$ cat src/rtl/vpo_pkg.sv
package vpo_pkg;
    localparam int OVF_W = 8;

    typedef enum logic {
        LN_IDLE   = 1'b0,
        LN_ACTIVE = 1'b1
    } line_state_e;

    typedef struct packed {
        logic stb;
        logic sol;
    } pix_flags_t;

    function automatic logic [OVF_W-1:0] sat_inc(input logic [OVF_W-1:0] v);
        return (&v) ? v : v + 1'b1;
    endfunction
endpackage

$ cat src/rtl/vpo_fifo.sv
module vpo_fifo
    import vpo_pkg::*;
#(
    parameter int DW    = 16,
    parameter int DEPTH = 64,
    localparam int AW   = $clog2(DEPTH),
    localparam int CW   = AW + 1
) (
    input  logic             clk,
    input  logic             rst,
    input  logic             wr,
    input  logic [DW-1:0]    wdata,
    input  logic             rd,
    output logic [DW-1:0]    rdata,
    output logic [CW-1:0]    count,
    output logic             empty,
    output logic [OVF_W-1:0] ovf_count
);
    logic [DW-1:0] mem [DEPTH];
    logic [AW-1:0] wp, rp;
    logic          full, do_wr, do_rd;

    assign full  = (count == CW'(DEPTH));
    assign empty = (count == '0);
    assign do_wr = wr && !full;
    assign do_rd = rd && !empty;
    assign rdata = mem[rp];

    always_ff @(posedge clk) begin
        if (do_wr) mem[wp] <= wdata;
    end

    always_ff @(posedge clk) begin
        if (rst) begin
            wp        <= '0;
            rp        <= '0;
            count     <= '0;
            ovf_count <= '0;
        end else begin
            if (do_wr) wp <= wp + 1'b1;
            if (do_rd) rp <= rp + 1'b1;
            case ({do_wr, do_rd})
                2'b10:   count <= count + 1'b1;
                2'b01:   count <= count - 1'b1;
                default: count <= count;
            endcase
            if (wr && full) ovf_count <= sat_inc(ovf_count);
        end
    end

    assert_count_bound_R8: assert property (@(posedge clk) disable iff (rst)
        count <= CW'(DEPTH));
    assert_drop_keeps_full_R8: assert property (@(posedge clk) disable iff (rst)
        (full && wr && !rd) |=> (count == CW'(DEPTH)));
    assert_ovf_step_R9: assert property (@(posedge clk) disable iff (rst)
        (wr && full && !(&ovf_count)) |=> (ovf_count == $past(ovf_count) + 1'b1));
    assert_ovf_saturate_R9: assert property (@(posedge clk) disable iff (rst)
        (&ovf_count) |=> (&ovf_count));
endmodule

$ cat src/rtl/vpo_pacer.sv
module vpo_pacer (
    input  logic clk,
    input  logic rst,
    input  logic start,
    input  logic active,
    input  logic half,
    output logic en
);
    logic phase;

    assign en = active && (!half || !phase);

    always_ff @(posedge clk) begin
        if (rst)         phase <= 1'b0;
        else if (start)  phase <= 1'b0;
        else if (active) phase <= ~phase;
    end

    assert_half_alternate_R3: assert property (@(posedge clk) disable iff (rst)
        (half && en) |=> (!en || !half));
endmodule

$ cat src/rtl/vpo_line.sv
module vpo_line
    import vpo_pkg::*;
#(
    parameter int DW = 16,
    parameter int CW = 7,
    parameter int LW = 12
) (
    input  logic          clk,
    input  logic          rst,
    input  logic [CW-1:0] prefill,
    input  logic [LW-1:0] line_len,
    input  logic          clr,
    input  logic          en,
    input  logic [CW-1:0] fifo_count,
    input  logic          fifo_empty,
    input  logic [DW-1:0] fifo_data,
    output logic          start,
    output logic          active,
    output logic          fifo_rd,
    output logic [DW-1:0] out_data,
    output pix_flags_t    flags,
    output logic          underrun
);
    line_state_e   state;
    logic [LW-1:0] pix;
    logic          ready;

    assign ready   = (fifo_count >= prefill) && (line_len != '0);
    assign active  = (state == LN_ACTIVE);
    assign start   = (state == LN_IDLE) && ready;
    assign fifo_rd = active && en && !fifo_empty;

    always_ff @(posedge clk) begin
        if (rst) begin
            state    <= LN_IDLE;
            pix      <= '0;
            out_data <= '0;
            flags    <= '0;
            underrun <= 1'b0;
        end else begin
            flags <= '0;
            if (clr) underrun <= 1'b0;
            if (start) begin
                state <= LN_ACTIVE;
                pix   <= '0;
            end else if (active && en) begin
                flags.stb <= 1'b1;
                flags.sol <= (pix == '0);
                if (!fifo_empty) out_data <= fifo_data;
                else             underrun <= 1'b1;
                pix <= pix + 1'b1;
                if (pix == line_len - 1'b1) state <= LN_IDLE;
            end
        end
    end

    assert_underrun_repeat_R6: assert property (@(posedge clk) disable iff (rst)
        (active && en && fifo_empty) |=> (flags.stb && underrun && $stable(out_data)));
    assert_underrun_sticky_R7: assert property (@(posedge clk) disable iff (rst)
        (underrun && !clr) |=> underrun);
    assert_sol_with_stb_R2: assert property (@(posedge clk) disable iff (rst)
        flags.sol |-> flags.stb);
    assert_pix_in_line_R4: assert property (@(posedge clk) disable iff (rst)
        (active && $stable(line_len)) |-> (pix < line_len));
endmodule

$ cat src/rtl/vid_pace_out.sv
module vid_pace_out
    import vpo_pkg::*;
#(
    parameter int DW    = 16,
    parameter int DEPTH = 64,
    parameter int LW    = 12,
    localparam int AW   = $clog2(DEPTH),
    localparam int CW   = AW + 1
) (
    input  logic             clk,
    input  logic             rst,
    input  logic             in_valid,
    input  logic [DW-1:0]    in_data,
    input  logic             fmt_half,
    input  logic [CW-1:0]    prefill,
    input  logic [LW-1:0]    line_len,
    input  logic             underrun_clr,
    output logic [DW-1:0]    out_data,
    output logic             out_stb,
    output logic             out_sol,
    output logic             underrun,
    output logic [OVF_W-1:0] ovf_count
);
    logic [DW-1:0] f_data;
    logic [CW-1:0] f_count;
    logic          f_empty, f_rd, en, start, active;
    pix_flags_t    flags;

    vpo_fifo #(.DW(DW), .DEPTH(DEPTH)) u_fifo (
        .clk(clk), .rst(rst), .wr(in_valid), .wdata(in_data), .rd(f_rd),
        .rdata(f_data), .count(f_count), .empty(f_empty), .ovf_count(ovf_count)
    );

    vpo_pacer u_pacer (
        .clk(clk), .rst(rst), .start(start), .active(active),
        .half(fmt_half), .en(en)
    );

    vpo_line #(.DW(DW), .CW(CW), .LW(LW)) u_line (
        .clk(clk), .rst(rst), .prefill(prefill), .line_len(line_len),
        .clr(underrun_clr), .en(en), .fifo_count(f_count), .fifo_empty(f_empty),
        .fifo_data(f_data), .start(start), .active(active), .fifo_rd(f_rd),
        .out_data(out_data), .flags(flags), .underrun(underrun)
    );

    assign out_stb = flags.stb;
    assign out_sol = flags.sol;
endmodule

$ cat config.mk
export PLATFORM = sky130hd
export DESIGN_NAME = vid_pace_out
export DESIGN_NICKNAME = d
export VERILOG_FILES = /design/src/rtl/vpo_pkg.sv /design/src/rtl/vpo_fifo.sv /design/src/rtl/vpo_pacer.sv /design/src/rtl/vpo_line.sv /design/src/rtl/vid_pace_out.sv
export SDC_FILE = /design/constraint.sdc
export NUM_CORES = 1
export LEC_CHECK = 0
export CAP_MARGIN = 25
export CORE_ASPECT_RATIO = 1.4
export CORE_MARGIN = 2
export CORE_UTILIZATION = 60
export DETAILED_ROUTE_END_ITERATION = 7
export GPL_TIMING_DRIVEN = 0
export PLACE_DENSITY = 0.77
export SYNTH_ARGS = -nofsm -noshare
export SYNTH_HDL_FRONTEND = slang
export SYNTH_HIERARCHICAL = 1
export SYNTH_SLANG_ARGS = --single-unit
$ cat constraint.sdc
create_clock -name clk -period 6.9 [get_ports clk]
set_clock_uncertainty 0.1 [all_clocks]
set_input_delay 1.38 -clock clk [delete_from_list [all_inputs] [get_ports clk]]
set_output_delay 1.38 -clock clk [all_outputs]
set_load 0.01 [all_outputs]
---- Word-level counts from Yosys, hierarchy flattened ----
Memory sizes are Yosys's and may differ from the RTL's. A register that Yosys moved wholly into a read port is not among the register bits.
Cells that the tools add are included.
W data, S select, Z words.
operators by class
  add/subtract/negate cells ............... 7
  magnitude comparators ................... 1
  equal/unequal tests ..................... 4
  mux-type cells .......................... 11
  bitwise logic cells ..................... 6
  reductions and logical operators ........ 25
operators with widths
  kind                     number
  $pmux W7 S2              1
  $add A12 B1 Y12 const B  1
  $add A6 B1 Y6 const B    2
  $eq A12 B12 Y1           1
  $logic_not A12 Y1        1
  $reduce_bool A12 Y1      1
  $sub A12 B1 Y12 const B  1
  $mux W1                  9
  $add A8 B1 Y8 const B    1
  $logic_and A1 B1 Y1      8
  $reduce_and A8 Y1        1
  $add A7 B1 Y7 const B    1
  $eq A7 B7 Y1 const B     1
  $ge A7 B7 Y1             1
  $logic_not A7 Y1         1
  $sub A7 B1 Y7 const B    1
  $not A1 Y1               6
  $reduce_bool A2 Y1       3
  $logic_not A1 Y1         4
  $reduce_and A2 Y1        2
  $reduce_and A3 Y1        1
  $reduce_or A3 Y1         1
  $eq A2 B1 Y1 const B     1
  $eq A2 B2 Y1 const B     1
  other kinds (3)          3
word-level totals
  flip-flop bits (word level) ............. 44
  memory bits (writable) .................. 1,024
  input bits .............................. 40
  output and inout port bits .............. 27
  logic and storage cells ................. 65
  memories kept ........................... 1
memories
  memory      words  width  rd ports  clocked after memory_dff  wr ports  line            text
  u_fifo.mem  64     16     1         1                         1         vpo_fifo.sv:19  logic [DW-1:0] mem [DEPTH];

---- Logic depth before layout (Yosys ltp) ----
  depth after elaboration ................. 8
  mapped depth ............................ 19
  gate-level depth less buffers ........... 13

---- Cells and area by module ----
Netlist, hierarchy kept.
modules (own cells, without submodules)
  module     times used  cells an instance  area an instance (µm²)  sequential area each (µm²)
  vpo_fifo   1           1,924              40,894.2                31,410.1
  vpo_line   1           232                1,835.5                 640.6
  vpo_pacer  1           4                  46.3                    20.0

---- Least setup slack after synthesis ----
OpenSTA, ideal clock, no wires.
  path kind ............................... input -> register
  start ................................... in fmt_half
  end ..................................... reg u_fifo.count[4]
  library setup time ...................... 0.123 ns
  arrival ................................. 4.923 ns
  data required time ...................... 6.677 ns
  path slack .............................. 1.754 ns
  stages .................................. 19
  buffers on the path ..................... 6
  cells stage by stage .................... a21boi_0 -> and2_1 -> clkbuf_1 -> nand2b_1 -> clkbuf_1 -> clkinv_1 -> buf_1 -> o41a_1 -> buf_6 -> ha_1 -> clkbuf_1 -> buf_2 -> xor2_1 -> ha_1 -> or3_1 -> a21oi_1 -> or4_1 -> a21oi_1 -> mux2_1
between the ends
  longest elaborated chain between the ends .. 8
  elaborated cells on any way between the ends .. 10
  classes of those cells .................. 2 x eq/ne; 1 x mux; 7 x reduce/logical
ends and longest elaborated chain
  item                                                      line                text
  start, declared                                           vid_pace_out.sv:14  input logic fmt_half,
  $logic_not A1 Y1 *                                        vpo_pacer.sv:11     assign en = active && (!half || !phase);
  $logic_or A1 B1 Y1 *                                      vpo_pacer.sv:11
  $logic_and A1 B1 Y1 *                                     vpo_pacer.sv:11
  $logic_and A1 B1 Y1 * (2 in series)                       vpo_line.sv:31      assign fifo_rd = active && en && !fifo_empty;
  named net f_rd                                            vid_pace_out.sv:26  logic f_empty, f_rd, en, start, active;
  $logic_and A1 B1 Y1 *                                     vpo_fifo.sv:26      assign do_rd = rd && !empty;
  $eq A2 B1 Y1 / $eq A2 B2 Y1 (equally long branches)       vpo_fifo.sv:42      case ({do_wr, do_rd})
  $pmux W7 S2 / $reduce_bool A2 Y1 (equally long branches)  n/a
  end signal, assigned                                      vpo_fifo.sv:43      2'b10: count <= count + 1'b1;
  end signal, assigned                                      vpo_fifo.sv:44      2'b01: count <= count - 1'b1;
  end signal, assigned                                      vpo_fifo.sv:45      default: count <= count;
  end, declared                                             vpo_fifo.sv:15      output logic [CW-1:0] count,
The timed path passes the listed nets; every way through them passes the cells marked *.
A chain may end at the register's enable or synchronous reset.

---- Worst setup path after layout ----
  start ................................... in fmt_half
  end ..................................... reg u_fifo.count[4]
between the ends
  longest elaborated chain between the ends .. 8
  elaborated cells on any way between the ends .. 10
  classes of those cells .................. 2 x eq/ne; 1 x mux; 7 x reduce/logical
ends and longest elaborated chain
  item                                                      line
  $logic_not A1 Y1 *                                        vpo_pacer.sv:11
  $logic_or A1 B1 Y1 *                                      vpo_pacer.sv:11
  $logic_and A1 B1 Y1 *                                     vpo_pacer.sv:11
  named net en                                              vid_pace_out.sv:26
  $logic_and A1 B1 Y1 * (2 in series)                       vpo_line.sv:31
  named net f_rd                                            vid_pace_out.sv:26
  $logic_and A1 B1 Y1 *                                     vpo_fifo.sv:26
  $eq A2 B1 Y1 / $eq A2 B2 Y1 (equally long branches)       vpo_fifo.sv:42
  $pmux W7 S2 / $reduce_bool A2 Y1 (equally long branches)  n/a
Marked as above.

==> flow_metrics.tcl <==
set metrics [dict create \
    crit_required_ns 7.33 \
    remaining_drc_errors 0 \
    synth-main-ff-cell "sky130_fd_sc_hd__edfxtp_1" \
    ys_async_sr_fraction_pct 0 \
    cp_max_fo 10 \
    cp_cell_sequence "clkdlybuf4s50_1 -> a21boi_0 -> and2_1 -> clkbuf_1 -> nand2b_1 -> clkbuf_1 -> clkinv_1 -> buf_1 -> o41a_1 -> buf_6 -> ha_1 -> clkbuf_1 -> buf_2 -> xor2_1 -> ha_1 -> or3_1 -> a21oi_1 -> or4_1 -> a21oi_1 -> mux2_1" \
    core_region_area_um2 70360 \
    gp_routability_congestion 1.121 \
    fmaxAchievable_mhz 168.1 \
    worst_hold_path_type "flip-flop to flip-flop" \
    drt-wirelength-per-cell_um 32.04 \
    post-synth-top-area-cell "sky130_fd_sc_hd__edfxtp_1" \
    critical_path.slowest_cell "sky130_fd_sc_hd__buf_1" \
    rsz_0062_raised_after_global_routing "no" \
    cellPowerDensity_nw_per_um2 262.1 \
    hold_ws_ns 0.3674 \
    drt_wl_total_mm 109.5 \
    design.portCount 67 \
    syn-num-nets 2216 \
    finish.cell_count_without_fillers 3416 \
    drt-pass1-iter-count 6 \
    clk-insertion-delay-late_ns 0.67 \
    power.switching_w 0.002505 \
    grt_antenna_before_repair 2 \
    ys.warnings.count 6 \
    post_route_antenna_net_violation_count 0 \
    crit_arrival_ns 6.38 \
    grt_pass1_vias 23090 \
    power.share.sequential_pct 56.3 \
    syn2layout_area_growth_pct 14.86 \
    netlist-cell-type-count 71 \
    globalRoute.totalOverflow 0 \
    place.port_buffers 66 \
    start_util_pct 60.79 \
    cts.repair.resized 0 \
    cpMostUsedCell "sky130_fd_sc_hd__clkbuf_1" \
    yosys.area.top_type_share_pct 71.88 \
    worst_voltage_drop_across_the_vdd_grid_mv 0.2197 \
    critPathLaunchType "input port" \
    cts_hold_repair.buffers 0 \
    setup-tns-final_ns 0 \
    setup_viol_count_final 0 \
    max_slew.worst_pin.slew_ns 1.088 \
    period_utilization_pct 86.23 \
    h-tree-depth 3 \
    crit-reg2reg-capture "u_fifo/count[4]$_SDFFE_PP0P_" \
    max_cap_violations 0 \
    ys_top_cells_by_area "sky130_fd_sc_hd__edfxtp_1, sky130_fd_sc_hd__mux4_2, sky130_fd_sc_hd__dfxtp_1, sky130_fd_sc_hd__a22oi_1, sky130_fd_sc_hd__nor2_1" \
    power.share.clock_pct 41.5 \
    grt_pass1_wl_mm 157.0 \
    comb_power_share_pct 2.1 \
    tritoncts "built" \
    netlist_area_before_placement_um2 42780 \
    pin_count_of_the_biggest_net_entering_global_routing 65 \
    final_hold_viol_count 0 \
    cts_num_sinks 1090 \
    cts_root_buffer "sky130_fd_sc_hd__clkbuf_16" \
    placedCellCount 3238 \
    max_stage_delay_ns 0.54 \
    clk_pin_slew_ns 0.06 \
    synth-edff-count 1024 \
    yosys.cell_count.top_type "sky130_fd_sc_hd__edfxtp_1" \
    worst_r2r_startpoint "u_line/active$_SDFFE_PP0P_" \
    setup_crit_end_kind "flip-flop" \
    dieWidth_um 229.7 \
    place.detailed.hpwl_mm 72.44 \
    final_core_util_pct 69.83 \
    drive_gt1_share_pct 26.23 \
    status "finished clean" \
    synth_seq_area_share_pct 74.97 \
    cell_internal_pwr_w 0.01037 \
    postCtsSetupBuffers 0 \
    p_leak_nw 15.29 \
    fp.dieArea_um2 73480 \
    slew-limit-headroom_pct 26.73 \
    timing.reg2reg.setup_slack_ns 1.62 \
    holdCritStartpoint "u_line/out_data[14]$_SDFFE_PP0P_" \
    syn-mean-instance-area_um2 19.80 \
    cts_made_buffers 95 \
    vias 22970 \
    timing.hold.worst_path_depth 2 \
    synth_top_cells_by_count "sky130_fd_sc_hd__edfxtp_1, sky130_fd_sc_hd__mux4_2, sky130_fd_sc_hd__nor2_1, sky130_fd_sc_hd__nand2_1, sky130_fd_sc_hd__a22oi_1" \
    sw_frac_of_total_pct 19.45 \
    drt_first_iter_violations 2829 \
    min_delay_worst_endpoint "u_line/out_data[14]$_SDFFE_PP0P_" \
    setup.worst_path.class "input port to flip-flop" \
    vias_per_cell 6.725 \
    r2r.worst_path.cells 19 \
    timing.final.max_slew_violations 0 \
    synthesis.instances 2160 \
    finalWorstPathRequiredPeriod_ns 5.950 \
    global_route.usage.total_pct 30.22 \
    cts.path.max_buffers 3 \
    design.final.nets 2457 \
    die_h_um 319.9 \
    core.rowCount 115 \
    ys_seq_elements 1090 \
]
layer usage:
layer / GRT usage, % / vias to the layer above / wire (um)
met4: 17.95 / 2 / 7084
met1: 37.00 / 11850 / 36980
li1: - / 9338 / -
met3: 6.197 / 337 / 10530
met5: 0 / - / 14
met2: 50.09 / 1451 / 54850
stage by stage:
stage | setup slack (ns) | area [um^2] | power, W
after CTS | 1.084 | 49110 | 0.01293
after detailed placement | 0.4207 | 45970 | 0.007658
after floorplan | 1.754 | 42780 | 0.007467
after global placement | 0.5420 | 44610 | 0.007634
final | 0.9499 | 49130 | 0.01288
after global routing | 0.7113 | 49130 | 0.01319
worst max path at each step:
| stage | start | to | depth (start not counted) |
|---|---|---|---|
| floorplan | fmt_half | u_fifo/count[4]$_SDFFE_PP0P_ | 19 |
| global placement | fmt_half | u_fifo/count[4]$_SDFFE_PP0P_ | 20 |
| detailed placement | fmt_half | u_fifo/count[4]$_SDFFE_PP0P_ | 20 |
| CTS | fmt_half | u_fifo/count[4]$_SDFFE_PP0P_ | 20 |
| global route | fmt_half | u_fifo/count[4]$_SDFFE_PP0P_ | 20 |
| finish | fmt_half | u_fifo/count[4]$_SDFFE_PP0P_ | 20 |
logic make-up after synthesis:
| kind of cell | synth area share [%] |
|---|---|
| flip-flops | 74.97 |
| AND/OR/NAND/NOR | 4.244 |
| multiplexers | 13.89 |
| AO/OA/AOI/OAI | 3.577 |
| buffers and inverters | 1.901 |
| XOR/XNOR | 0.9418 |
| adder cells (fa/ha/maj) | 0.4680 |
registers in the layout, indices dropped and copies added (netlist names), named ones only:
signal / flops
u_fifo/mem: 1024
u_fifo/wp: 6
u_line/underrun: 1
u_line/pix: 12
u_pacer/phase: 1
u_line/active: 1
u_line/out_data: 16
u_fifo/rp: 6
u_line/flags: 2
u_fifo/count: 7
u_fifo/ovf_count: 8
cell type report:
cell class / count / area [um^2]
flip-flops and latches: 1090 / 32070
fillers: 4106 / 21230
multi-input cells: 931 / 10050
clock buffers: 118 / 2567
repair buffers: 144 / 1879
well taps: 936 / 1171
plain buffers: 120 / 742.0
clock inverters: 56 / 571.8
inverters: 19 / 71.32
diodes: 2 / 5.005
worst max-delay path: cells and delay by family:
| family | cells | cell delay (ns) |
|---|---|---|
| adder cells (fa/ha/maj) | 2 | 0.36 |
| buffers and inverters | 8 | 2.48 |
| XOR/XNOR | 1 | 0.17 |
| AO/OA/AOI/OAI | 4 | 0.78 |
| multiplexers | 1 | 0.33 |
| AND/OR/NAND/NOR | 4 | 0.87 |
power groups by stage:
stage          clock network (W)  registers [W]  logic [W]
2_1_floorplan                  0        0.00739  0.0000730
3_3_place_gp                   0        0.00741   0.000223
3_5_place_dp                   0        0.00739   0.000264
4_1_cts                  0.00541        0.00725   0.000266
5_1_grt                  0.00565        0.00725   0.000289
6_report                 0.00535        0.00725   0.000275
layout by cell type, fill, tap and decap left out, drive strengths merged, types with 20 or more instances in the layout:
cell / synthesis / layout
mux4: 245 / 245
clkinv: 1 / 36
nor2b: 21 / 21
buf: 91 / 185
clkdlybuf4s50: 0 / 50
dfxtp: 66 / 66
a22oi: 67 / 67
clkbuf: 29 / 147
inv: 18 / 20
xor2: 23 / 23
xnor2: 23 / 23
o22ai: 23 / 23
nand3: 34 / 34
nor2: 126 / 126
o21ai: 24 / 24
edfxtp: 1024 / 1024
nand2: 85 / 85
mux2i: 38 / 38
a21oi: 46 / 46
No activity file was read; power rests on OpenSTA's default activity.
